## src/rtl/sweep_pkg.sv

```systemverilog
package sweep_pkg;
    typedef enum logic [1:0] {
        SW_OFF = 2'd0,
        SW_RUN = 2'd1,
        SW_OVF = 2'd2
    } sweep_state_e;

    localparam logic [1:0] ADDR_CTRL = 2'd0;
    localparam logic [1:0] ADDR_FLO  = 2'd1;
    localparam logic [1:0] ADDR_FHI  = 2'd2;

    typedef struct packed {
        logic [2:0] period;
        logic       dec;
        logic [2:0] shift;
    } sweep_ctrl_t;
endpackage

```

## src/rtl/sweep_regs.sv

```systemverilog
module sweep_regs
    import sweep_pkg::*;
#(
    parameter int FREQ_W = 11
) (
    input  logic              clk,
    input  logic              rst_n,
    input  logic              we,
    input  logic [1:0]        addr,
    input  logic [7:0]        wdata,
    input  logic              upd_en,
    input  logic [FREQ_W-1:0] upd_val,
    output sweep_ctrl_t       ctrl_q,
    output logic              ctrl_wr,
    output logic [FREQ_W-1:0] freq_q
);
    localparam int HI_W = FREQ_W - 8;

    logic unused_bits;
    assign unused_bits = ^wdata[7:HI_W] ^ wdata[7];

    assign ctrl_wr = we && (addr == ADDR_CTRL);

    always_ff @(posedge clk or negedge rst_n) begin
        if (!rst_n) begin
            ctrl_q <= '0;
        end else if (ctrl_wr) begin
            ctrl_q <= wdata[6:0];
        end
    end

    always_ff @(posedge clk or negedge rst_n) begin
        if (!rst_n) begin
            freq_q <= '0;
        end else if (we && addr == ADDR_FLO) begin
            freq_q[7:0] <= wdata;
        end else if (we && addr == ADDR_FHI) begin
            freq_q[FREQ_W-1:8] <= wdata[HI_W-1:0];
        end else if (upd_en) begin
            freq_q <= upd_val;
        end
    end
endmodule

```

## src/rtl/sweep_div.sv

```systemverilog
module sweep_div #(
    parameter int PER_W = 3
) (
    input  logic             clk,
    input  logic             rst_n,
    input  logic             clr,
    input  logic             tick_en,
    input  logic [PER_W-1:0] period,
    output logic             fire,
    output logic [PER_W-1:0] cnt_q
);
    assign fire = tick_en && (cnt_q == period);

    always_ff @(posedge clk or negedge rst_n) begin
        if (!rst_n) begin
            cnt_q <= '0;
        end else if (clr || fire) begin
            cnt_q <= '0;
        end else if (tick_en) begin
            cnt_q <= cnt_q + 1'b1;
        end
    end
endmodule

```

## src/rtl/sweep_calc.sv

```systemverilog
module sweep_calc #(
    parameter int FREQ_W = 11,
    parameter int SH_W   = 3
) (
    input  logic [FREQ_W-1:0] freq,
    input  logic [SH_W-1:0]   shift,
    input  logic              dec,
    output logic [FREQ_W-1:0] next_val,
    output logic              too_big
);
    logic [FREQ_W-1:0] delta;
    logic [FREQ_W:0]   sum;

    always_comb begin
        delta = freq >> shift;
        sum   = {1'b0, freq} + {1'b0, delta};
        if (dec) begin
            next_val = freq - delta;
            too_big  = 1'b0;
        end else begin
            next_val = sum[FREQ_W-1:0];
            too_big  = sum[FREQ_W];
        end
    end
endmodule

```

## src/rtl/sweep_unit.sv

```systemverilog
module sweep_unit
    import sweep_pkg::*;
#(
    parameter int FREQ_W = 11,
    parameter int STEP_W = 3,
    parameter int STEP_A = 2,
    parameter int STEP_B = 6
) (
    input  logic              clk,
    input  logic              rst_n,
    input  logic              reg_we,
    input  logic [1:0]        reg_addr,
    input  logic [7:0]        reg_wdata,
    input  logic              seq_tick,
    input  logic [STEP_W-1:0] seq_step,
    output logic [FREQ_W-1:0] freq_out,
    output logic              sweep_ovf
);
    localparam int PER_W = 3;
    localparam int SH_W  = 3;
    localparam logic [STEP_W-1:0] STEP_A_V = STEP_W'(STEP_A);
    localparam logic [STEP_W-1:0] STEP_B_V = STEP_W'(STEP_B);

    sweep_state_e      state_q, state_d;
    sweep_ctrl_t       ctrl_q;
    logic              ctrl_wr;
    logic [FREQ_W-1:0] freq_q, calc_val;
    logic              calc_big, tick_ok, tick_en, fire, upd_en, fields_on;
    logic [PER_W-1:0]  div_cnt;
    logic [PER_W-1:0]  ctrl_per;
    logic [SH_W-1:0]   ctrl_sh;
    logic              ctrl_dec;

    assign ctrl_per  = ctrl_q.period;
    assign ctrl_sh   = ctrl_q.shift;
    assign ctrl_dec  = ctrl_q.dec;
    assign tick_ok   = seq_tick && !reg_we &&
                       ((seq_step == STEP_A_V) || (seq_step == STEP_B_V));
    assign fields_on = (reg_wdata[6:4] != '0) && (reg_wdata[2:0] != '0);

    sweep_regs #(.FREQ_W(FREQ_W)) u_regs (
        .clk(clk), .rst_n(rst_n), .we(reg_we), .addr(reg_addr),
        .wdata(reg_wdata), .upd_en(upd_en), .upd_val(calc_val),
        .ctrl_q(ctrl_q), .ctrl_wr(ctrl_wr), .freq_q(freq_q)
    );

    sweep_div #(.PER_W(PER_W)) u_div (
        .clk(clk), .rst_n(rst_n), .clr(ctrl_wr), .tick_en(tick_en),
        .period(ctrl_per), .fire(fire), .cnt_q(div_cnt)
    );

    sweep_calc #(.FREQ_W(FREQ_W), .SH_W(SH_W)) u_calc (
        .freq(freq_q), .shift(ctrl_sh), .dec(ctrl_dec),
        .next_val(calc_val), .too_big(calc_big)
    );

    // state register
    always_ff @(posedge clk or negedge rst_n) begin
        if (!rst_n) begin
            state_q <= SW_OFF;
        end else begin
            state_q <= state_d;
        end
    end

    // next-state logic
    always_comb begin
        state_d = state_q;
        unique case (state_q)
            SW_OFF: if (ctrl_wr && fields_on) state_d = SW_RUN;
            SW_RUN: begin
                if (ctrl_wr) begin
                    state_d = fields_on ? SW_RUN : SW_OFF;
                end else if (fire && calc_big) begin
                    state_d = SW_OVF;
                end
            end
            SW_OVF: state_d = SW_OVF;
            default: state_d = SW_OFF;
        endcase
    end

    // outputs
    always_comb begin
        tick_en   = tick_ok && (state_q == SW_RUN);
        upd_en    = fire && !calc_big;
        sweep_ovf = (state_q == SW_OVF);
        freq_out  = freq_q;
    end
endmodule

```

## config.mk

```make
export PLATFORM = sky130hd
export DESIGN_NAME = sweep_unit
export DESIGN_NICKNAME = d
export VERILOG_FILES = /design/src/rtl/sweep_pkg.sv /design/src/rtl/sweep_regs.sv /design/src/rtl/sweep_div.sv /design/src/rtl/sweep_calc.sv /design/src/rtl/sweep_unit.sv
export SDC_FILE = /design/constraint.sdc
export NUM_CORES = 1
export LEC_CHECK = 0
export BUFFER_PORTS_ARGS = -buffer_cell sky130_fd_sc_hd__buf_2
export CAP_MARGIN = 20
export CORE_AREA = 2 2 60 76
export CTS_CLUSTER_DIAMETER = 60
export DETAILED_ROUTE_END_ITERATION = 12
export DIE_AREA = 0 0 62 78
export PLACE_DENSITY_LB_ADDON = 0.2
export SYNTH_ARGS = -nofsm -noshare
export SYNTH_HDL_FRONTEND = slang
export SYNTH_SLANG_ARGS = --single-unit
export TNS_END_PERCENT = 1
```

## constraint.sdc

```tcl
create_clock -name clk -period 5.76 [get_ports clk]
set_input_delay 0.864 -clock clk [delete_from_list [all_inputs] [get_ports clk]]
set_output_delay 0.864 -clock clk [all_outputs]
set_load 0.02 [all_outputs]
```

Word level (Yosys, flattened, before mapping)
Index checks and enable logic that the tools add are counted.
{"block": "word_totals", "regBits": 23, "latch_bits": 0, "ram_bits": 0, "rom_bits": 0, "output_inout_bits": 12, "memories": 0}
{"block": "op_classes", "add_sub_neg": 3, "multipliers": 0, "div": 0, "n_lt_le_gt_ge": 0, "n_eq_ne": 10, "n_shift": 1, "mux": 13, "bitwise": 1, "reduce_logical": 25}
{"cell": "2-to-1 mux 11 bit", "n": 2}
{"cell": "2-to-1 mux 8 bit", "n": 2}
{"cell": "adder 11 x 11 -> 12 bit", "n": 1}
{"cell": "logical AND 1 bit", "n": 11}
{"cell": "right shift 11 x 3 -> 11 bit", "n": 1}
{"cell": "subtractor 11 bit", "n": 1}
{"cell": "2-to-1 mux 3 bit", "n": 3}
{"cell": "2-to-1 mux 2 bit", "n": 3}
{"cell": "one-hot mux 2 bit (3 select lines)", "n": 1}
{"cell": "AND reduction 2 bit", "n": 3}
{"cell": "nonzero test 2 bit", "n": 3}
{"cell": "nonzero test 3 bit", "n": 2}
{"cell": "== test 2 x 1 -> 1 bit, second input constant", "n": 2}
{"cell": "== test 2 bit, second input constant", "n": 2}
{"cell": "logical NOT 2 bit", "n": 2}
{"cell": "adder 3 x 1 -> 3 bit, second input constant", "n": 1}
{"cell": "== test 3 x 2 -> 1 bit, second input constant", "n": 1}
{"cell": "== test 3 bit", "n": 1}
{"cell": "== test 3 bit, second input constant", "n": 1}
{"cell": "inequality test 3 bit, second input constant", "n": 1}
{"cell": "logical NOT 1 bit", "n": 2}
{"cell": "logical OR 1 bit", "n": 2}
{"cell": "2-to-1 mux 1 bit", "n": 2}
{"cell": "inequality test 2 x 1 -> 1 bit, second input constant", "n": 1}
{"cell": "other kinds (2)", "n": 2}

Logic depth before layout (Yosys ltp)
{"block": "logic_depth", "ltp_word": 9, "depth_mapped": 17, "ltp_nobuf": 14}

Hierarchy
A second synthesis with hierarchy kept.
{"block": "unflattened", "cells_unflattened": 286, "area_unflattened_um2": 2601.2}
{"module": "sweep_calc", "instances": 1, "cells_each": 189, "area_each_um2": 1365.1, "seq_area_each_um2": 0.0}
{"module": "sweep_regs", "instances": 1, "cells_each": 63, "area_each_um2": 895.9, "seq_area_each_um2": 450.4}
{"module": "sweep_div", "instances": 1, "cells_each": 20, "area_each_um2": 203.9, "seq_area_each_um2": 75.1}
{"module": "sweep_unit", "instances": 1, "cells_each": 14, "area_each_um2": 136.4, "seq_area_each_um2": 50.0}

Least setup slack after synthesis
No wires, ideal clock.
{"block": "synth_timing", "kind": "reg2reg", "from": "register u_regs.ctrl_q[1] (netlist name)", "to": "register u_regs.freq_q[10]", "t_arrival_ps": 3233, "required_time_ps": 5668, "setup_slack_ps": 2435, "stages_incl_launch_ff": 15, "period_less_slack_ps": 3325, "cell_sequence": "dfrtp_1 > clkbuf_1 > clkbuf_1 > mux2i_1 > a21oi_1 > mux2_2 > ha_1 > fa_1 > nand2b_4 > a2111oi_2 > nor3_1 > o221ai_1 > a31oi_1 > and4b_1 > o31ai_2"}
{"block": "synth_via", "elab_chain_cells": 7, "elab_cells_between_ends": 11, "cone_classes": "add/sub: 2; shift: 1; mux: 4; reduce/logical: 4"}
{"element": "right shift 11 x 3 -> 11 bit *", "line": "sweep_calc.sv:15", "rtl": "delta = freq >> shift;"}
{"element": "adder 11 x 11 -> 12 bit", "line": "sweep_calc.sv:16", "rtl": "sum = {1'b0, freq} + {1'b0, delta};"}
{"element": "2-to-1 mux 1 bit", "line": "sweep_calc.sv:17", "rtl": "if (dec) begin"}
{"element": "logical NOT 1 bit", "line": "sweep_unit.sv:86", "rtl": "upd_en = fire && !calc_big;"}
{"element": "logical AND 1 bit", "line": "sweep_unit.sv:86"}
{"element": "nonzero test 2 bit (no source line)"}
{"element": "AND reduction 2 bit (no source line)"}
{"element": "end signal, assigned by index", "line": "sweep_regs.sv:38", "rtl": "freq_q[FREQ_W-1:8] <= wdata[HI_W-1:0];"}
{"element": "end signal, assigned", "line": "sweep_regs.sv:40", "rtl": "freq_q <= upd_val;"}
{"element": "end, declared", "line": "sweep_regs.sv:15", "rtl": "output logic [FREQ_W-1:0] freq_q"}
Every way passes the cells marked *; elsewhere a longest branch is shown, timed or not. The select of a mux whose other input is x is not followed.
A chain may end at the register's enable or synchronous reset.

Worst setup path in the final report
{"block": "layout_timing", "from": "register u_regs.ctrl_q[1] (netlist name)", "to": "register u_regs.freq_q[10]"}
{"block": "layout_via", "elab_chain_cells": 7, "elab_cells_between_ends": 11, "cone_classes": "add/sub: 2; shift: 1; mux: 4; reduce/logical: 4"}
{"element": "right shift 11 x 3 -> 11 bit *", "line": "sweep_calc.sv:15"}
{"element": "adder 11 x 11 -> 12 bit", "line": "sweep_calc.sv:16"}
{"element": "2-to-1 mux 1 bit", "line": "sweep_calc.sv:17"}
{"element": "logical NOT 1 bit", "line": "sweep_unit.sv:86"}
{"element": "logical AND 1 bit", "line": "sweep_unit.sv:86"}
{"element": "nonzero test 2 bit (no source line)"}
{"element": "AND reduction 2 bit (no source line)"}
Marked as above.

==> run_results.csv <==
group,metric,value,unit
outcome,outcome,"complete, no violations",
hold_path,min-delay-path-class,"flop to flop",
die,initial_core_util,0.618,
hold_path,hold_path_startpoint,"state_q[1]$_DFFE_PN0P_",
logic_synthesis,netlist_area,2510,um2
route,avgViaCountPerCell,6.00,
power_and_ir_drop,power_switching,531,uW
power_and_ir_drop,p_sw_frac,0.494,
cells_and_area,nets,357,
die,std_cell_rows,26,
logic_synthesis,synth_top_area_frac,0.229,
logic_synthesis,yosysWarnings,0,
clock_tree,cts_tree,"yes",
worst_setup_path,r2r_setup_slack,2.08,ns
timing,holdWs,0.451,ns
logic_synthesis,synth.distinct_cells,57,
timing,period_share,0.640,
die,die_x,62,um
placed_design,numPortBuffers,27,
timing,hold_viol,0,
power_and_ir_drop,peakVddDrop,329,uV
grt,grt_pass1_wl,9.47,mm
logic_synthesis,yosys.area.top_type,"dfrtp_1",
die,die_y,78,um
logic_synthesis,synth_fp_nets,337,
cells_and_area,area_delta_synth_final,7.81,%
power_and_ir_drop,power_frac_seq,0.236,
route,wl,5.68,mm
grt,grt_usage,0.254,
logic_synthesis,async_flop_share,1.00,
cells_and_area,drive_above_1_share,0.192,
power_and_ir_drop,clock_power_share,0.091,
logic_synthesis,ys_seq_elements,23,
logic_synthesis,yosysSeqAreaShare,0.229,
placed_design,hpwl,4.48,mm
cells_and_area,utilization,0.666,
die,die_area,4840,um2
timing,clock_skew,0.00511,ns
die,core,4070,um2
worst_setup_path,critical_path_arrival,3.86,ns
timing,worstMarginPinSlew,0.674,ns
worst_setup_path,worstPathRequired,5.94,ns
grt,grt_max_degree,24,
grt,grt_pass1_vias,2098,
logic_synthesis,avgSynthCellArea,8.55,um2
clock_tree,cts_setup_buffers,0,
route,vias,2213,
worst_setup_path,cp_max_fo,15,
worst_setup_path,cp-end-kind,"flop",
grt,grt-ovfl-total,0,
run,maxCapViolCount,0,
worst_setup_path,critPathLaunchType,"flop",
route,drt_iter0_markers,128,
logic_synthesis,synthFlopType,"dfrtp_1",
grt,antenna_found_initial,0,
clock_tree,clk_pin_slew_worst_paths,0.08,ns
timing,tns,0,ns
logic_synthesis,syn_inst,294,
route,antenna_left,0,
timing,grt_setup_unrepaired,"no",
route,detail_route.first_pass.iterations,4,
placed_design,gp_congestion,0.903,
power_and_ir_drop,power.leakage,0.00131,uW
placed_design,dpl_cell_area,2660,um2
clock_tree,clk_path_buf_depth,2,
route,drcViolationCount,0,
cells_and_area,insertedDiodeCount,0,
power_and_ir_drop,fin_total_pwr,1070,uW
power_and_ir_drop,power.density,396,nW/um2
clock_tree,cts_buffers,3,
clock_tree,ctsHoldBuffers,0,
timing,timing.fmax,271,MHz
clock_tree,clock_sinks,23,
worst_setup_path,r2r-start,"u_regs.ctrl_q[1]$_DFFE_PN0P_",
route,post_drt_wl_per_cell,15.4,um
worst_setup_path,worstSetupStartpoint,"u_regs.ctrl_q[1]$_DFFE_PN0P_",
cells_and_area,fill_cells,368,
logic_synthesis,synth_edf_count,0,
die,boundaryPins,29,
timing,setup_viol,0,
clock_tree,cts.repair.resized,0,
power_and_ir_drop,combPwrFrac,0.673,
logic_synthesis,synthTopCellsByArea,"dfrtp_1 23%, ha_1 12%, mux2i_1 5.2%",
clock_tree,cts_root_buffer,"clkbuf_8",
timing,post-route-min-period,3.68,ns
clock_tree,h-tree-depth,1,
cells_and_area,fin_area,2710,um2
clock_tree,insertion_delay,0.26,ns
timing,slew_viol_final,0,
worst_setup_path,path_class,"flop to flop",
power_and_ir_drop,internal-power,543,uW
timing,slew_headroom,0.550,
## kinds of logic after synthesis
| logic type | count (synthesis) | share of synthesized area |
|---|---|---|
| AO/OA/AOI/OAI | 77 | 0.219 |
| XOR/XNOR | 12 | 0.0418 |
| adder cells (fa/ha/maj) | 26 | 0.135 |
| buffers and inverters | 37 | 0.0622 |
| flip-flops | 23 | 0.229 |
| multiplexers | 25 | 0.120 |
| AND/OR/NAND/NOR | 94 | 0.193 |
## flip-flops by register name, summed over array words and instances, names as in the netlist
signal,cells
state_q,2
u_div.cnt_q,3
u_regs.ctrl_q,7
u_regs.freq_q,11
## per-stage QoR
stage,setup WS [ns],std cells
after floorplan,2.43,294
after global placement,2.15,365
after detailed placement,2.09,365
after CTS,2.06,369
after global routing,1.78,369
final,2.08,369
## critical path, cell delays in order (launching register included)
cell	delay (ns)
dfrtp_1	0.72
mux4_2	0.58
mux2_2	0.30
ha_1	0.21
fa_1	0.40
nand3b_1	0.20
a21o_1	0.20
a21oi_1	0.27
nand4_1	0.16
a31oi_1	0.17
and4b_1	0.22
o31ai_2	0.16
## power groups by stage
stage	combinational (uW)	clock (uW)	sequential, uW
after global placement	697	0	254
after CTS	714	99.8	253
final	723	97.2	254
after global routing	802	105	262
after detailed placement	708	0	256
after floorplan	557	0	250
## per-layer routing
metal | GRT usage | routed length, um | share of wire | up-vias
li1 | - | - | - | 1093
met1 | 0.331 | 2530 | 0.45 | 1059
met2 | 0.433 | 2860 | 0.50 | 51
met3 | 0.0233 | 197 | 0.035 | 10
met4 | 0.0702 | 91 | 0.016 | 0
met5 | 0 | 0 | 0 | -
## synthesized netlist by cell type, types with 2 or more instances
cell / n
nand2b_1: 7
o31ai_1: 2
o21ai_0: 12
a31oi_1: 3
a211oi_1: 3
xnor2_1: 4
o211ai_1: 6
nor2_1: 18
nor2b_1: 3
o22ai_1: 2
buf_1: 2
mux2_2: 8
xor2_1: 8
buf_6: 2
nor3b_1: 2
nand4_1: 3
mux2i_1: 13
mux4_2: 3
nand3_1: 3
nor3_1: 9
ha_1: 24
fa_1: 2
or2_2: 3
or3_1: 4
o31ai_2: 3
a21oi_1: 23
dfrtp_1: 23
a21o_1: 6
buf_2: 2
nand2_1: 32
o21ai_2: 2
inv_1: 23
o22a_1: 2
nand3b_1: 2
clkbuf_1: 8
## final timing paths
path	to	cells after the start
hold reg to reg	state_q[0]$_DFFE_PN0P_	1
setup reg to reg	u_regs.freq_q[10]$_DFFE_PN0P_	11
min in group asynchronous	state_q[1]$_DFFE_PN0P_	1
setup / recovery	u_regs.freq_q[10]$_DFFE_PN0P_	11
hold / removal	state_q[0]$_DFFE_PN0P_	1
max in group asynchronous	u_div.cnt_q[0]$_DFFE_PN0P_	1
## final cells by class
type	count	area (um2)	area share
multi-input combinational	234	1780	0.657
sequential	23	576	0.212
timing repair buffer	29	150	0.0554
inverter	23	86.3	0.0319
tap	56	70.1	0.0259
clock buffer	3	41.3	0.0152
clock inverter	1	5.00	0.00185
## placed cells by master (no fill, tap or decap), types with 3 or more instances in the layout
cell type	count
mux2i_1	13
xor2_1	8
mux2_2	8
o21ai_0	12
dfrtp_1	23
nor3_1	9
xnor2_1	4
mux4_2	3
nand4_1	3
nor2_1	18
nand3_1	3
inv_1	23
o31ai_2	3
o211ai_1	6
a21o_1	6
or2_2	3
buf_2	27
or3_1	4
nand2_1	32
ha_1	24
clkbuf_8	3
a211oi_1	3
nor2b_1	3
nand2b_1	7
a31oi_1	3
a21oi_1	23
Power figures use the tool's default switching activity.
